**config.mk**
```make
export PLATFORM = sky130hd
export DESIGN_NAME = zloop_seq
export DESIGN_NICKNAME = d
export VERILOG_FILES = /design/src/rtl/zl_pkg.sv /design/src/rtl/zl_stack.sv /design/src/rtl/zl_repeat.sv /design/src/rtl/zloop_seq.sv
export SDC_FILE = /design/constraint.sdc
export NUM_CORES = 1
export LEC_CHECK = 0
export ABC_AREA = 0
export BUFFER_PORTS_ARGS = -buffer_cell sky130_fd_sc_hd__buf_2
export CORE_UTILIZATION = 50
export CTS_CLUSTER_SIZE = 14
export DETAILED_ROUTE_END_ITERATION = 16
export GPL_ROUTABILITY_DRIVEN = 0
export PLACE_DENSITY = 0.65
export SLEW_MARGIN = 5
export SYNTH_ARGS = -nofsm -noshare
export SYNTH_HDL_FRONTEND = slang
export SYNTH_SLANG_ARGS = --single-unit
```
**constraint.sdc**
```tcl
create_clock -name clk -period 9.15 [get_ports clk]
set_input_delay 1.83 -clock clk [delete_from_list [all_inputs] [get_ports clk]]
set_output_delay 1.83 -clock clk [all_outputs]
set_load 0.01 [all_outputs]
```
**src/rtl/zl_pkg.sv**
```systemverilog
package zl_pkg;
  typedef enum logic {
    ZL_UNTIL   = 1'b0,
    ZL_COUNTED = 1'b1
  } zl_mode_e;
endpackage

```
**src/rtl/zl_stack.sv**
```systemverilog
module zl_stack
  import zl_pkg::*;
#(
  parameter int AW    = 16,
  parameter int NW    = 17,
  parameter int DEPTH = 4
) (
  input  logic          clk,
  input  logic          rst_n,
  input  logic          clr,
  input  logic          push,
  input  logic          pop,
  input  logic          dec,
  input  logic [AW-1:0] push_start,
  input  logic [AW-1:0] push_end,
  input  logic [NW-1:0] push_cnt,
  input  zl_mode_e      push_mode,
  output logic [AW-1:0] top_start,
  output logic [AW-1:0] top_end,
  output logic [NW-1:0] top_cnt,
  output zl_mode_e      top_mode,
  output logic          empty,
  output logic          full
);
  localparam int PW = $clog2(DEPTH + 1);

  logic [PW-1:0] sp;
  logic [AW-1:0] st_start [DEPTH];
  logic [AW-1:0] st_end   [DEPTH];
  logic [NW-1:0] st_cnt   [DEPTH];
  zl_mode_e      st_mode  [DEPTH];

  assign empty = (sp == '0);
  assign full  = (sp == PW'(DEPTH));

  always_ff @(posedge clk or negedge rst_n) begin
    if (!rst_n)              sp <= '0;
    else if (clr)            sp <= '0;
    else if (push && !full)  sp <= sp + PW'(1);
    else if (pop && !empty)  sp <= sp - PW'(1);
  end

  for (genvar g = 0; g < DEPTH; g++) begin : g_lvl
    always_ff @(posedge clk or negedge rst_n) begin
      if (!rst_n) begin
        st_start[g] <= '0;
        st_end[g]   <= '0;
        st_cnt[g]   <= '0;
        st_mode[g]  <= ZL_UNTIL;
      end else if (push && !full && sp == PW'(g)) begin
        st_start[g] <= push_start;
        st_end[g]   <= push_end;
        st_cnt[g]   <= push_cnt;
        st_mode[g]  <= push_mode;
      end else if (dec && sp == PW'(g + 1)) begin
        st_cnt[g]   <= st_cnt[g] - NW'(1);
      end
    end
  end

  always_comb begin
    top_start = '0;
    top_end   = '0;
    top_cnt   = '0;
    top_mode  = ZL_UNTIL;
    for (int i = 0; i < DEPTH; i++) begin
      if (sp == PW'(i + 1)) begin
        top_start = st_start[i];
        top_end   = st_end[i];
        top_cnt   = st_cnt[i];
        top_mode  = st_mode[i];
      end
    end
  end
endmodule

```
**src/rtl/zl_repeat.sv**
```systemverilog
module zl_repeat #(
  parameter int AW = 16,
  parameter int RW = 8
) (
  input  logic          clk,
  input  logic          rst_n,
  input  logic          clr,
  input  logic          load,
  input  logic          step_en,
  input  logic [RW-1:0] load_cnt,
  input  logic [AW-1:0] load_pc,
  input  logic [AW-1:0] pc,
  output logic          active,
  output logic          hold
);
  localparam int LW = RW + 1;

  logic [LW-1:0] left;
  logic [AW-1:0] rpc;
  logic          at_pc;

  assign at_pc = active && (pc == rpc) && step_en;
  assign hold  = at_pc && (left > LW'(1));

  always_ff @(posedge clk or negedge rst_n) begin
    if (!rst_n) begin
      active <= 1'b0;
      left   <= '0;
      rpc    <= '0;
    end else if (clr) begin
      active <= 1'b0;
      left   <= '0;
    end else if (load) begin
      active <= 1'b1;
      left   <= (load_cnt == '0) ? (LW'(1) << RW) : {1'b0, load_cnt};
      rpc    <= load_pc;
    end else if (hold) begin
      left   <= left - LW'(1);
    end else if (at_pc) begin
      active <= 1'b0;
      left   <= '0;
    end
  end
endmodule

```
**src/rtl/zloop_seq.sv**
```systemverilog
module zloop_seq
  import zl_pkg::*;
#(
  parameter int AW    = 16,
  parameter int CW    = 16,
  parameter int RW    = 8,
  parameter int DEPTH = 4
) (
  input  logic          clk,
  input  logic          rst_n,
  input  logic [AW-1:0] pc_i,
  input  logic          do_i,
  input  logic          do_counted_i,
  input  logic [AW-1:0] do_end_i,
  input  logic [CW-1:0] do_count_i,
  input  logic          rpt_i,
  input  logic [RW-1:0] rpt_count_i,
  input  logic          cond_i,
  input  logic          branch_i,
  output logic [AW-1:0] next_pc_o,
  output logic          loop_active_o,
  output logic          irq_inhibit_o,
  output logic          loop_ovf_o
);
  localparam int NW = CW + 1;

  logic [AW-1:0] pc_inc;
  logic          cmd_do, cmd_rpt, quiet;
  logic          rpt_active, rpt_hold;
  logic [AW-1:0] top_start, top_end;
  logic [NW-1:0] top_cnt, push_cnt;
  zl_mode_e      top_mode, push_mode;
  logic          st_empty, st_full;
  logic          match, leave, pop, dec;

  assign pc_inc    = pc_i + AW'(1);
  assign cmd_do    = do_i && !branch_i;
  assign cmd_rpt   = rpt_i && !do_i && !branch_i;
  assign quiet     = !branch_i && !do_i && !rpt_i;
  assign push_cnt  = (do_count_i == '0) ? (NW'(1) << CW) : {1'b0, do_count_i};
  assign push_mode = do_counted_i ? ZL_COUNTED : ZL_UNTIL;

  zl_stack #(.AW(AW), .NW(NW), .DEPTH(DEPTH)) u_stack (
    .clk        (clk),
    .rst_n      (rst_n),
    .clr        (branch_i),
    .push       (cmd_do),
    .pop        (pop),
    .dec        (dec),
    .push_start (pc_inc),
    .push_end   (do_end_i),
    .push_cnt   (push_cnt),
    .push_mode  (push_mode),
    .top_start  (top_start),
    .top_end    (top_end),
    .top_cnt    (top_cnt),
    .top_mode   (top_mode),
    .empty      (st_empty),
    .full       (st_full)
  );

  zl_repeat #(.AW(AW), .RW(RW)) u_rpt (
    .clk      (clk),
    .rst_n    (rst_n),
    .clr      (branch_i),
    .load     (cmd_rpt),
    .step_en  (quiet),
    .load_cnt (rpt_count_i),
    .load_pc  (pc_inc),
    .pc       (pc_i),
    .active   (rpt_active),
    .hold     (rpt_hold)
  );

  assign match = quiet && !rpt_hold && !st_empty && (pc_i == top_end);
  assign leave = (top_mode == ZL_COUNTED) ? (top_cnt == NW'(1)) : cond_i;
  assign pop   = match && leave;
  assign dec   = match && !leave && (top_mode == ZL_COUNTED);

  always_comb begin
    if (rpt_hold)            next_pc_o = pc_i;
    else if (match && !leave) next_pc_o = top_start;
    else                     next_pc_o = pc_inc;
  end

  always_ff @(posedge clk or negedge rst_n) begin
    if (!rst_n)                  loop_ovf_o <= 1'b0;
    else if (cmd_do && st_full)  loop_ovf_o <= 1'b1;
  end

  assign loop_active_o = !st_empty;
  assign irq_inhibit_o = rpt_active;
endmodule

```
==> qor.txt <==
core area - 24500 um^2
Buffers on Ports - 81
clk_lat worst skew - 0.54 ns
r2r setup slk - 4.14 ns
Top FF cell, synth - dfrtp_1
placed cells - 1801
Post-CTS Hold Buffers - 0
Clock Pin Slew Worst Setup and Hold Paths - 0.06 ns
Peak VDD IR - 0.000174 V
Starting Density - 0.514
Final Net Count - 1582
RSZ-0062 raised after global routing - no
first-pass GRT wire length - 58300 um
drc violations - 0
# IOs - 82
Routed WL - 36400 um
final core utilization - 0.576
final cell count without fillers - 1849
EDFF count, synth - 0
critical path launch point type - register
Max Cap Viol - 0
synthesis warning total - 0
# setup viols final - 0
Clock Sinks - 230
Final TNS setup - 0 ns
area occupied by registers - 5760 um^2
Slowest cell on crit path - nor4b_2
Crit. End Element - output pin
Data arrival, critical path - 5.60 ns
Post CTS Setup Buffer Count - 0
share of layout cells above drive strength 1 - 0.125
Avg Cell Area, Syn - 8.51 um^2
All-Layer GR Usage - 0.287
Critical Path Fanout Max - 43
Die ar. - 25800 um^2
fill count - 2200
routed vias/inst - 5.89
CTS tree - yes
initial antenna violation count - 0
Seq/Total Area, Yosys - 0.458
CTS resizes - 0
Crit Path Class - reg -> out
Reg2Reg Depth - 11
via count - 10900
P_leak - 6.22 nW
status - finished, final reports clean
worst r2r dst - u_stack.st_cnt[61]
max-slew violations - 0
Relative slew margins - 0.228
Placement Rows - 57
H-tree Lvls - 1
Die Ht - 161 um
Synth Net Count - 1552
crit share post-route - 0.812
vias in the first global route - 10400
worst hold start - loop_ovf_o
Longest Clk Path Bufs - 3
Root Buffer - clkbuf_16
pwr/cell area - 296 nW/um^2
total grt overflow - 0
pin count of the biggest net entering global routing - 136
synth top area cells - dfrtp_1 46%, nand2_1 12%, o21ai_0 5.3%, xnor2_1 4.7%, nor2_1 3.0%
WL/cell - 19.7 um
ys async rst share - 1.00
Fin. Hold Viols - 0
CP Cell Sequence - ha_1 -> ha_2 -> nor4b_2 -> nand2_1 -> a21oi_1 -> xor2_1 -> nor4_4 -> nand4b_2 -> a211oi_1 -> a31oi_1 -> o22a_1 -> buf_2
diode count - 0
register bit total from synthesis - 230
post-synth cell types - 75
slowest stage delay, CP - 1.05 ns
Cells after Synth - 1476
Hold Crit Depth - 1
first drt pass iteration count - 5
fmax - 135 MHz
Area growth syn-to-layout - 12.2%
clk_skew - 0.0102 ns
Hold Path Class - reg -> reg
biggest area consumer among synthesized cells - dfrtp_1
Die X - 161 um
multi-input combinational cell area - 6370 um^2
r2r startpoint - u_stack.sp[0]
min Tclk post-route - 7.43 ns
post-synth design cell area - 12600 um^2
Tightest Pin Transition - 1.15 ns
1st-iter DRT viols - 1032
CP required - 7.32 ns
Detail Placement HPWL - 24000 um
share of the synthesized area in the top cell type - 0.458
CTS buffer count - 27
Hold Path End - loop_ovf_o
antenna-violating nets left - 0
## worst max-delay path: cells and delay by family (launching register included)
kind	cells	cell delay (ns)
AOI/OAI and AO/OA	4	1.17
xor gates and xnor gates	1	0.22
adders and majority gates	2	0.73
buffers and inverters	1	0.14
DFF	1	0.41
and+or+nand+nor	4	2.37
## registers in the layout, summed over array words and instances, names as in the netlist
signal / flops
u_stack.sp: 3
u_rpt.rpc: 16
u_rpt.active: 1
u_stack.st_cnt: 68
loop_ovf_o: 1
u_stack.st_mode: 4
u_rpt.left: 9
u_stack.st_end: 64
u_stack.st_start: 64
## cell families after synthesis
logic type / share of synthesized area
flops: 0.458
fa+ha+maj: 0.0129
buf+inv: 0.0395
mux: 0.00757
compound gates: 0.157
xor+xnor: 0.0600
simple gates: 0.265
## cells in the mapped netlist, types with 6 or more instances
master	count
nand2b_1	11
or3_1	14
a211oi_1	11
nor4_1	19
nor4_4	7
nor2b_1	10
dfrtp_1	230
and2_1	10
o211ai_1	11
nor2_1	100
buf_2	12
nand4_1	9
a221oi_1	11
nand3_1	23
nor3_1	39
nand3b_1	6
clkbuf_1	68
a21oi_1	61
o21ai_0	132
buf_1	10
o21ai_1	21
xnor2_1	68
nand2_1	398
a21o_1	7
a31oi_1	9
xor2_1	18
ha_1	13
and3_1	11
a221o_1	18
inv_1	25
## worst max-delay path by stage
| stage | startpoint | endpoint | slack (ns) | depth (start not counted) |
|---|---|---|---|---|
| floorplan | pc_i[7] | next_pc_o[6] | 3.34 | 11 |
| global placement | u_stack.sp[0] | next_pc_o[7] | 2.40 | 12 |
| detailed placement | u_stack.sp[0] | next_pc_o[5] | 2.33 | 12 |
| CTS | u_stack.sp[0] | next_pc_o[5] | 1.74 | 12 |
| global route | u_stack.sp[0] | next_pc_o[5] | 1.38 | 12 |
| finish | u_stack.sp[0] | next_pc_o[5] | 1.72 | 12 |
## report_power, final
group / internal, W / switching [W] / leakage [nW] / total, W
sequential: 0.00145 / 0.000323 / 2.85 / 0.00178
combinational: 0.000508 / 0.000772 / 2.92 / 0.00128
clock: 0.000672 / 0.000444 / 0.447 / 0.00112
total: 0.00263 / 0.00154 / 6.22 / 0.00417
## layer usage
layer | vias up | routed length (um) | track usage
met2 | 411 | 16800 | 0.456
li1 | 5147 | - | -
met1 | 5248 | 16100 | 0.407
met3 | 78 | 2660 | 0.0418
met5 | - | 0 | 0
met4 | 0 | 904 | 0.0883
## per-stage QoR
stage                     cell area, um^2  hold slack, ns  total power [W]  setup WS [ns]
after global placement              13200           0.440          0.00301           2.40
final                               14100           0.457          0.00417           1.72
after CTS                           14100           0.453          0.00418           1.74
after detailed placement            13200           0.443          0.00304           2.33
after global routing                14100           0.459          0.00444           1.38
after floorplan                     12600           0.437          0.00264           3.34
## placed cells by master (no fill, tap or decap), types with 14 or more instances in the layout
cell	netlist	layout
nand2_1	398	397
dfrtp_1	230	230
o21ai_0	132	132
nor2_1	100	97
buf_2	12	80
xnor2_1	68	68
a21oi_1	61	61
nor3_1	39	38
clkbuf_16	0	27
inv_1	25	25
o21ai_1	21	21
nand3_1	23	20
nor4_1	19	19
xor2_1	18	18
a221o_1	18	18
buf_4	4	15
or3_1	14	14
## final cells by class
cell class / instances / share of cell area
multi-input combinational: 1124 / 0.452
sequential: 230 / 0.408
clock buffer: 31 / 0.0504
timing repair buffer: 97 / 0.0389
tap: 324 / 0.0288
clock inverter: 17 / 0.0147
inverter: 26 / 0.00692
(Power assumes the default switching activity.)
